## config.mk

```make
export PLATFORM = sky130hd
export DESIGN_NAME = jump_pc_unit
export DESIGN_NICKNAME = d
export VERILOG_FILES = /design/src/rtl/jump_pc_unit.sv
export SDC_FILE = /design/constraint.sdc
export NUM_CORES = 1
export LEC_CHECK = 0
export CAP_MARGIN = 20
export CORE_MARGIN = 1
export CORE_UTILIZATION = 35
export DETAILED_ROUTE_END_ITERATION = 10
export GPL_ROUTABILITY_DRIVEN = 1
export PLACE_DENSITY = 0.57
export SYNTH_ARGS = -nofsm -noshare
export SYNTH_HDL_FRONTEND = slang
export SYNTH_SLANG_ARGS = --single-unit
```

## constraint.sdc

```tcl
create_clock -name clk -period 9.6 [get_ports clk]
set_clock_uncertainty 0.05 [all_clocks]
set_input_delay 1.92 -clock clk [delete_from_list [all_inputs] [get_ports clk]]
set_output_delay 1.92 -clock clk [all_outputs]
set_load 0.005 [all_outputs]
```

## src/rtl/jump_pc_unit.sv

```systemverilog
module jump_pc_unit #(
  parameter logic [23:0] RESET_PC  = 24'h000000,
  parameter logic [23:0] INT_LIMIT = 24'h010000
) (
  input  logic        clk,
  input  logic        rst_n,
  input  logic        step,
  input  logic [2:0]  kind,
  input  logic [2:0]  isize,
  input  logic [23:0] addr_fld,
  input  logic [7:0]  rel,
  input  logic [7:0]  acc,
  input  logic [15:0] dptr,
  input  logic        int_exec,
  output logic [23:0] pc_q,
  output logic [23:0] next_pc,
  output logic [3:0]  states,
  output logic        illegal
);

  typedef enum logic [2:0] {
    K_NOP = 3'd0, K_ABS = 3'd1, K_EXT = 3'd2,
    K_LONG = 3'd3, K_SHORT = 3'd4, K_IND = 3'd5
  } kind_e;

  logic [23:0] adv1, adv2, advn, rel_ext;
  logic [15:0] ind_lo;
  logic [3:0]  base, extra;
  logic        legal, has_tgt, ext_tgt;

  assign adv1    = pc_q + 24'd1;
  assign adv2    = pc_q + 24'd2;
  assign advn    = pc_q + {21'd0, isize};
  assign rel_ext = {{16{rel[7]}}, rel};
  assign ind_lo  = {8'd0, acc} + dptr;

  always_comb begin
    legal   = 1'b1;
    has_tgt = 1'b1;
    base    = 4'd0;
    extra   = 4'd3;
    next_pc = pc_q;
    case (kind)
      K_NOP:   begin next_pc = adv1; base = 4'd1; has_tgt = 1'b0; end
      K_ABS:   begin next_pc = {adv2[23:11], addr_fld[10:0]}; base = 4'd3; extra = 4'd2; end
      K_EXT:   begin next_pc = addr_fld; base = 4'd5; end
      K_LONG:  begin next_pc = {advn[23:16], addr_fld[15:0]}; base = 4'd4; end
      K_SHORT: begin next_pc = adv2 + rel_ext; base = 4'd4; end
      K_IND:   begin next_pc = {8'hFF, ind_lo}; base = 4'd5; end
      default: begin legal = 1'b0; has_tgt = 1'b0; end
    endcase
  end

  assign ext_tgt = next_pc >= INT_LIMIT;
  assign states  = !has_tgt ? base :
                   ext_tgt  ? base + extra :
                   (int_exec && next_pc[0]) ? base + 4'd1 : base;

  always_ff @(posedge clk) begin
    if (!rst_n) begin
      pc_q    <= RESET_PC;
      illegal <= 1'b0;
    end else begin
      if (step && legal) pc_q <= next_pc;
      illegal <= step && !legal;
    end
  end

  AST_HOLD_IDLE: assert property (@(posedge clk) disable iff (!rst_n)
    !step |=> $stable(pc_q));
  AST_NOP_ADVANCE: assert property (@(posedge clk) disable iff (!rst_n)
    (step && kind == 3'd0) |=> pc_q == $past(adv1));
  AST_ABS_UPPER: assert property (@(posedge clk) disable iff (!rst_n)
    (step && kind == 3'd1) |=> pc_q[23:11] == $past(adv2[23:11]));
  AST_EXT_LOAD: assert property (@(posedge clk) disable iff (!rst_n)
    (step && kind == 3'd2) |=> pc_q == $past(addr_fld));
  AST_IND_TOP: assert property (@(posedge clk) disable iff (!rst_n)
    (step && kind == 3'd5) |=> pc_q[23:16] == 8'hFF);
  AST_ILL_HOLD: assert property (@(posedge clk) disable iff (!rst_n)
    (step && kind[2:1] == 2'b11) |=> ($stable(pc_q) && illegal));
  AST_ILL_CAUSE: assert property (@(posedge clk) disable iff (!rst_n)
    illegal |-> $past(step));
  AST_ILL_NOCOST: assert property (@(posedge clk) disable iff (!rst_n)
    (kind[2:1] == 2'b11) |-> (states == 4'd0 && next_pc == pc_q));
  AST_NOP_COST: assert property (@(posedge clk) disable iff (!rst_n)
    (kind == 3'd0) |-> states == 4'd1);

endmodule

```

* Word-level counts from Yosys, hierarchy flattened
Index checks and enable logic that the tools add are counted.
** Storage, ports and cells
- Bits in latches :: 0
- Bits in registers :: 25
- Output and inout bits :: 53
- Word-level logic and storage cells :: 32
- Memory bits (read-only) :: 0
- Memories :: 0
- RAM bits :: 0
** Operators by class
- Reduce and logical (&&, ||, !) cells :: 9
- Magnitude comparators :: 1
- Muxes and demuxes :: 8
- Add/sub/neg operators :: 7
- Eq/ne operators :: 5
- Div/mod/pow operators :: 0
- Bitwise logic cells :: 0
- Shift operators :: 0
- $mul :: 0
** Operators with widths (count)
- one-hot mux 24 bit (6 select lines) :: 1
- adder 24 x 1 -> 24 bit, second input constant :: 1
- adder 24 x 2 -> 24 bit, second input constant :: 1
- adder 24 bit :: 1
- adder 24 x 3 -> 24 bit :: 1
- >= comparator 24 x 17 -> 1 bit, second input constant :: 1
- adder 8 x 16 -> 16 bit :: 1
- two-way mux 4 bit :: 3
- one-hot mux 3 bit (4 select lines) :: 1
- == test 3 x 2 -> 1 bit, second input constant :: 2
- == test 3 bit, second input constant :: 2
- OR reduction 6 bit :: 1
- OR reduction 5 bit :: 1
- adder 4 x 1 -> 4 bit, second input constant :: 1
- adder 4 bit :: 1
- OR reduction 2 bit :: 2
- == test 3 x 1 -> 1 bit, second input constant :: 1
- logical AND 1 bit :: 3
- zero test 3 bit :: 1
- two-way mux 1 bit :: 3
- zero test 1 bit :: 1

* Depth between registers and ports, before layout
- Depth after elaboration :: 7
- Gate-level depth with buffers :: 19

* Worst setup path after synthesis
OpenSTA, ideal clock, no wires.
- Path kind :: input-to-output
- From :: input port rel[0]
- To :: output port states[0]
- Slack :: 2.612 ns
- Arrival :: 5.018 ns
- Required time :: 7.630 ns
- Cell stages on the path :: 14
- Cell sequence :: ha_1 -> inv_1 -> fa_1 -> nor2b_1 -> o31a_1 -> o211ai_1 -> nor3b_2 -> a211oi_1 -> o311ai_0 -> or4_1 -> a2bb2oi_1 -> nor4_4 -> o21ai_1 -> a221o_1
** On the way
- Word-level cells in the longest chain between the ends :: 6
- Elaborated cells between the ends (all ways) :: 7
** RTL lines
- from (decl) :: RTL line 11 : input logic [7:0] rel,
- adder 24 bit (*) :: RTL line 48 : K_SHORT: begin next_pc = adv2 + rel_ext; base = 4'd4; end
- one-hot mux 24 bit (6 select lines) (*) :: RTL line 43 : case (kind)
- parallel branches: the longest is 2 deep, another holds >= comparator 24 x 17 -> 1 bit
- two-way mux 4 bit (*) :: RTL line 56 : ext_tgt ? base + extra :
- two-way mux 4 bit (*) :: RTL line 55 : assign states = !has_tgt ? base :
- to (decl) :: RTL line 17 : output logic [3:0] states,
Every way passes the cells marked *.

* Final worst setup path
- From :: input port rel[7]
- To :: output port states[2]
** On the way
- Word-level cells in the longest chain between the ends :: 5
** RTL lines
- adder 24 bit :: RTL line 48
- one-hot mux 24 bit (6 select lines) :: RTL line 43
- >= comparator 24 x 17 -> 1 bit :: RTL line 54 : assign ext_tgt = next_pc >= INT_LIMIT;
- two-way mux 4 bit :: RTL line 56
- two-way mux 4 bit :: RTL line 55
Every way passes these cells.

==> impl_results.html <==
<table>
<tr><th>Metric</th><th>Value</th></tr>
<tr><th colspan="2">Place</th></tr>
<tr><td>Instance area at placement</td><td>6540 um2</td></tr>
<tr><td>Placed Cells</td><td>1054</td></tr>
<tr><td>Setup slack at placement</td><td>0.620 ns</td></tr>
<tr><td>Gpl congestion</td><td>0.960</td></tr>
<tr><td>Count of port buffers added during placement</td><td>118</td></tr>
<tr><td>Dpl hpwl</td><td>18.8 mm</td></tr>
<tr><th colspan="2">Cells and area</th></tr>
<tr><td>Commonest non-fill, non-tap cell in the layout</td><td>clkdlybuf4s50_1</td></tr>
<tr><td>Antenna diode count</td><td>0</td></tr>
<tr><td>Final non-filler cell total</td><td>1058</td></tr>
<tr><td>Area used by multi-input combinational logic</td><td>4450 um2</td></tr>
<tr><td>Fill count</td><td>1522</td></tr>
<tr><td>Final core occ</td><td>45.2%</td></tr>
<tr><td>Register cell area after layout</td><td>500 um2</td></tr>
<tr><td>Growth of design area from synthesis to finish</td><td>25.1%</td></tr>
<tr><td>Finished Cell Area</td><td>6620 um2</td></tr>
<tr><td>Number of nets in the final layout</td><td>981</td></tr>
<tr><td>Share of cells above drive strength 1</td><td>4.58%</td></tr>
<tr><td>Top library cells by usage in the layout, fill and taps aside</td><td>clkdlybuf4s50_1 (117), nor2_1 (109), a21oi_1 (74), nand2_1 (73), o21ai_0 (44)</td></tr>
<tr><th colspan="2">GRT</th></tr>
<tr><td>Wire length of the first global-routing pass</td><td>35.8 mm</td></tr>
<tr><td>Number of antenna violations at the first check in global routing</td><td>0</td></tr>
<tr><td>Vias in the first global route</td><td>6061</td></tr>
<tr><td>Pin count of the biggest net entering global routing</td><td>40</td></tr>
<tr><td>Global-route usage over all layers</td><td>29.3%</td></tr>
<tr><td>Total overflow reported by the global router</td><td>0</td></tr>
<tr><th colspan="2">Setup path</th></tr>
<tr><td>Data arrival time at the worst-slack endpoint</td><td>7.17 ns</td></tr>
<tr><td>Nature of the critical path startpoint</td><td>primary input</td></tr>
<tr><td>Max FO, Critical Path</td><td>17</td></tr>
<tr><td>Cells along the critical path</td><td>clkdlybuf4s50_1 &gt; ha_1 &gt; nand2_1 &gt; o21ai_0 &gt; nor3_1 &gt; and3_1 &gt; o311ai_0 &gt; a21oi_1 &gt; nor3_1 &gt; nor2_1 &gt; nor4_4 &gt; mux2i_1 &gt; nor4_2 &gt; clkdlybuf4s50_1</td></tr>
<tr><td>Data required time at the worst endpoint</td><td>7.63 ns</td></tr>
<tr><td>Critical-path cell with the highest stage delay</td><td>clkdlybuf4s50_1</td></tr>
<tr><td>Critical Path End Type</td><td>output port</td></tr>
<tr><td>Critical path type</td><td>primary input to output port</td></tr>
<tr><td>Maximum cell stage delay along the critical path</td><td>0.84 ns</td></tr>
<tr><th colspan="2">Clock tree</th></tr>
<tr><td>Maximum clock insertion buffer count</td><td>2</td></tr>
<tr><td>Count of cells resized by post-cts repair</td><td>0</td></tr>
<tr><td>Insertion delay of the later-clocked pin in the worst-skew pair</td><td>0.26 ns</td></tr>
<tr><td>Clock transition at the register clock pins on the worst setup and hold paths after CTS</td><td>0.06 ns</td></tr>
<tr><td>Clock Tree Root</td><td>clkbuf_16</td></tr>
<tr><td>Setup bufs post-CTS</td><td>0</td></tr>
<tr><td>Clock sinks</td><td>25</td></tr>
<tr><td>Max H-tree Level</td><td>1</td></tr>
<tr><td>CTS buffer count</td><td>3</td></tr>
<tr><td># hold bufs at CTS</td><td>0</td></tr>
<tr><td>CTS tree</td><td>yes</td></tr>
<tr><th colspan="2">Timing</th></tr>
<tr><td>Accumulated negative setup slack</td><td>0 ns</td></tr>
<tr><td>Final worst slack</td><td>0.458 ns</td></tr>
<tr><td>Transition time of the tightest slew-check pin</td><td>0.979 ns</td></tr>
<tr><td>Normalized max-slew margin</td><td>33.9%</td></tr>
<tr><td>Max Fclk</td><td>109 MHz</td></tr>
<tr><td>Final critical-path required period</td><td>9.14 ns</td></tr>
<tr><td>Part of the cycle the worst path needs</td><td>95.2%</td></tr>
<tr><td>Pins over their slew limit</td><td>0</td></tr>
<tr><td>Setup violators final</td><td>0</td></tr>
<tr><td>Hold WS</td><td>0.634 ns</td></tr>
<tr><td>Number of failing hold endpoints at the final stage</td><td>0</td></tr>
<tr><td>Setup repair after global routing missed its margin</td><td>no</td></tr>
<tr><th colspan="2">Yosys</th></tr>
<tr><td>Post-synth EDFFs</td><td>0</td></tr>
<tr><td>Unique cell type count in the Yosys netlist</td><td>75</td></tr>
<tr><td>Sequential element share of the synthesized area</td><td>9.45%</td></tr>
<tr><td>Number of nets produced by synthesis</td><td>906</td></tr>
<tr><td>Mean area per synthesized cell</td><td>6.62 um2</td></tr>
<tr><td>Number of flip-flops and latches in the synthesized netlist</td><td>25</td></tr>
<tr><td>Cell area after synthesis</td><td>5290 um2</td></tr>
<tr><td>Instance count of the mapped netlist</td><td>800</td></tr>
<tr><td>Proportion of synthesized flip-flops having asynchronous set or reset</td><td>0%</td></tr>
<tr><td>Total of warnings raised by yosys</td><td>0</td></tr>
<tr><td>Most used flip-flop cell after synthesis</td><td>dfxtp_1</td></tr>
<tr><th colspan="2">Die</th></tr>
<tr><td>Starting utilization of the core area</td><td>36.2%</td></tr>
<tr><td>Core outline area</td><td>14600 um2</td></tr>
<tr><td>Full die area</td><td>15600 um2</td></tr>
<tr><td>Horizontal extent of the die</td><td>125 um</td></tr>
<tr><td>Die outline height</td><td>125 um</td></tr>
<tr><td>Count of standard-cell rows</td><td>44</td></tr>
<tr><td>Boundary pin count</td><td>119</td></tr>
<tr><th colspan="2">Status</th></tr>
<tr><td>Result of the run</td><td>finished with violations</td></tr>
<tr><td>Failing checks</td><td>design-rule violations</td></tr>
<tr><th colspan="2">Pwr</th></tr>
<tr><td>Leak</td><td>2.53 nW</td></tr>
<tr><td>Overall power after layout</td><td>0.619 mW</td></tr>
<tr><td>Worst supply voltage drop on vdd</td><td>0.0977 mV</td></tr>
<tr><td>PwrDens</td><td>93.4 nW/um2</td></tr>
<tr><th colspan="2">Route</th></tr>
<tr><td>Remaining routing DRC violations</td><td>4</td></tr>
<tr><td>Vias per std cell</td><td>6.14</td></tr>
<tr><td>DRT iter0 DRCs</td><td>704</td></tr>
<tr><td>Number of detailed-routing iterations run before antenna repair</td><td>8</td></tr>
<tr><td>Final antenna-violating net count</td><td>0</td></tr>
<tr><td>Drt wl/cell</td><td>22.2 um</td></tr>
<tr><td>Total length of routed wires</td><td>23.5 mm</td></tr>
<tr><td>Via Count</td><td>6494</td></tr>
<tr><th colspan="2">Min path</th></tr>
<tr><td>Path type of the worst min-delay path</td><td>flop to flop</td></tr>
<tr><th colspan="2">Run</th></tr>
<tr><td># Max-Cap Violations</td><td>0</td></tr>
</table>
[cell type report]
cell class	count	share of cell area, %
clock buffers	4	1.19
repair buffers	131	19.2
well taps	184	3.48
flip-flops and latches	25	7.56
multi-input cells	691	67.2
inverters	23	1.30
[power breakdown]
| group | switching [mW] | leakage [nW] | total (mW) | internal (mW) |
|---|---|---|---|---|
| sequential | 0.0311 | 0.207 | 0.144 | 0.112 |
| clock | 0.0375 | 0.0382 | 0.0944 | 0.0569 |
| combinational | 0.208 | 2.29 | 0.381 | 0.172 |
| total | 0.277 | 2.53 | 0.619 | 0.342 |
[cells by family after synthesis]
group / count (synthesis) / share of synthesized area (%)
xor gates and xnor gates: 72 / 11.9
AOI/OAI and AO/OA: 257 / 31.9
buffers and inverters: 84 / 6.45
DFF: 25 / 9.45
and+or+nand+nor: 316 / 29.4
adders and majority gates: 40 / 9.74
muxes: 6 / 1.16
[synth_stat cells (8+ instances only)]
| cell type | instances | area, um2 |
|---|---|---|
| nor2_1 | 109 | 409 |
| a21oi_1 | 74 | 370 |
| nand2_1 | 73 | 274 |
| o21ai_0 | 44 | 220 |
| clkbuf_1 | 43 | 161 |
| xnor2_1 | 41 | 359 |
| ha_1 | 38 | 475 |
| nand3_1 | 31 | 155 |
| xor2_1 | 31 | 272 |
| dfxtp_1 | 25 | 500 |
| inv_1 | 23 | 86.3 |
| nor3_1 | 21 | 105 |
| o21a_1 | 17 | 128 |
| a211oi_1 | 14 | 105 |
| nand4_1 | 14 | 87.6 |
| and3_1 | 12 | 75.1 |
| o211ai_1 | 12 | 90.1 |
| a21o_1 | 11 | 82.6 |
| and2_1 | 11 | 68.8 |
| o22ai_1 | 10 | 62.6 |
| a31oi_1 | 8 | 50.1 |
[state kept, by name, summed over array words and instances, names as in the netlist]
signal   flops
pc_q        24
illegal      1
[routing by layer]
metal / up-vias / global-route usage (%) / routed length, um
li1: 3075 / - / -
met1: 3080 / 41.7 / 10700
met2: 306 / 44.9 / 10000
met3: 33 / 5.48 / 2230
met4: 0 / 7.75 / 540
met5: - / 0 / 0
[worst max-delay path, delay by kind of cell]
kind	cells	cell delay, ns
simple gates	7	2.06
buf+inv	2	1.38
compound gates	3	0.93
fa+ha+maj	1	0.68
mux	1	0.18
[final timing paths]
check	startpoint	to	slack [ns]	cells past startpoint
worst max-delay path	rel[7]	states[2]	0.46	14
worst min-delay path	pc_q[16]	pc_q[16]	0.63	2
worst max register to register	pc_q[3]	pc_q[15]	4.51	16
worst min register to register	pc_q[16]	pc_q[16]	0.63	2
(Power assumes the default switching activity.)
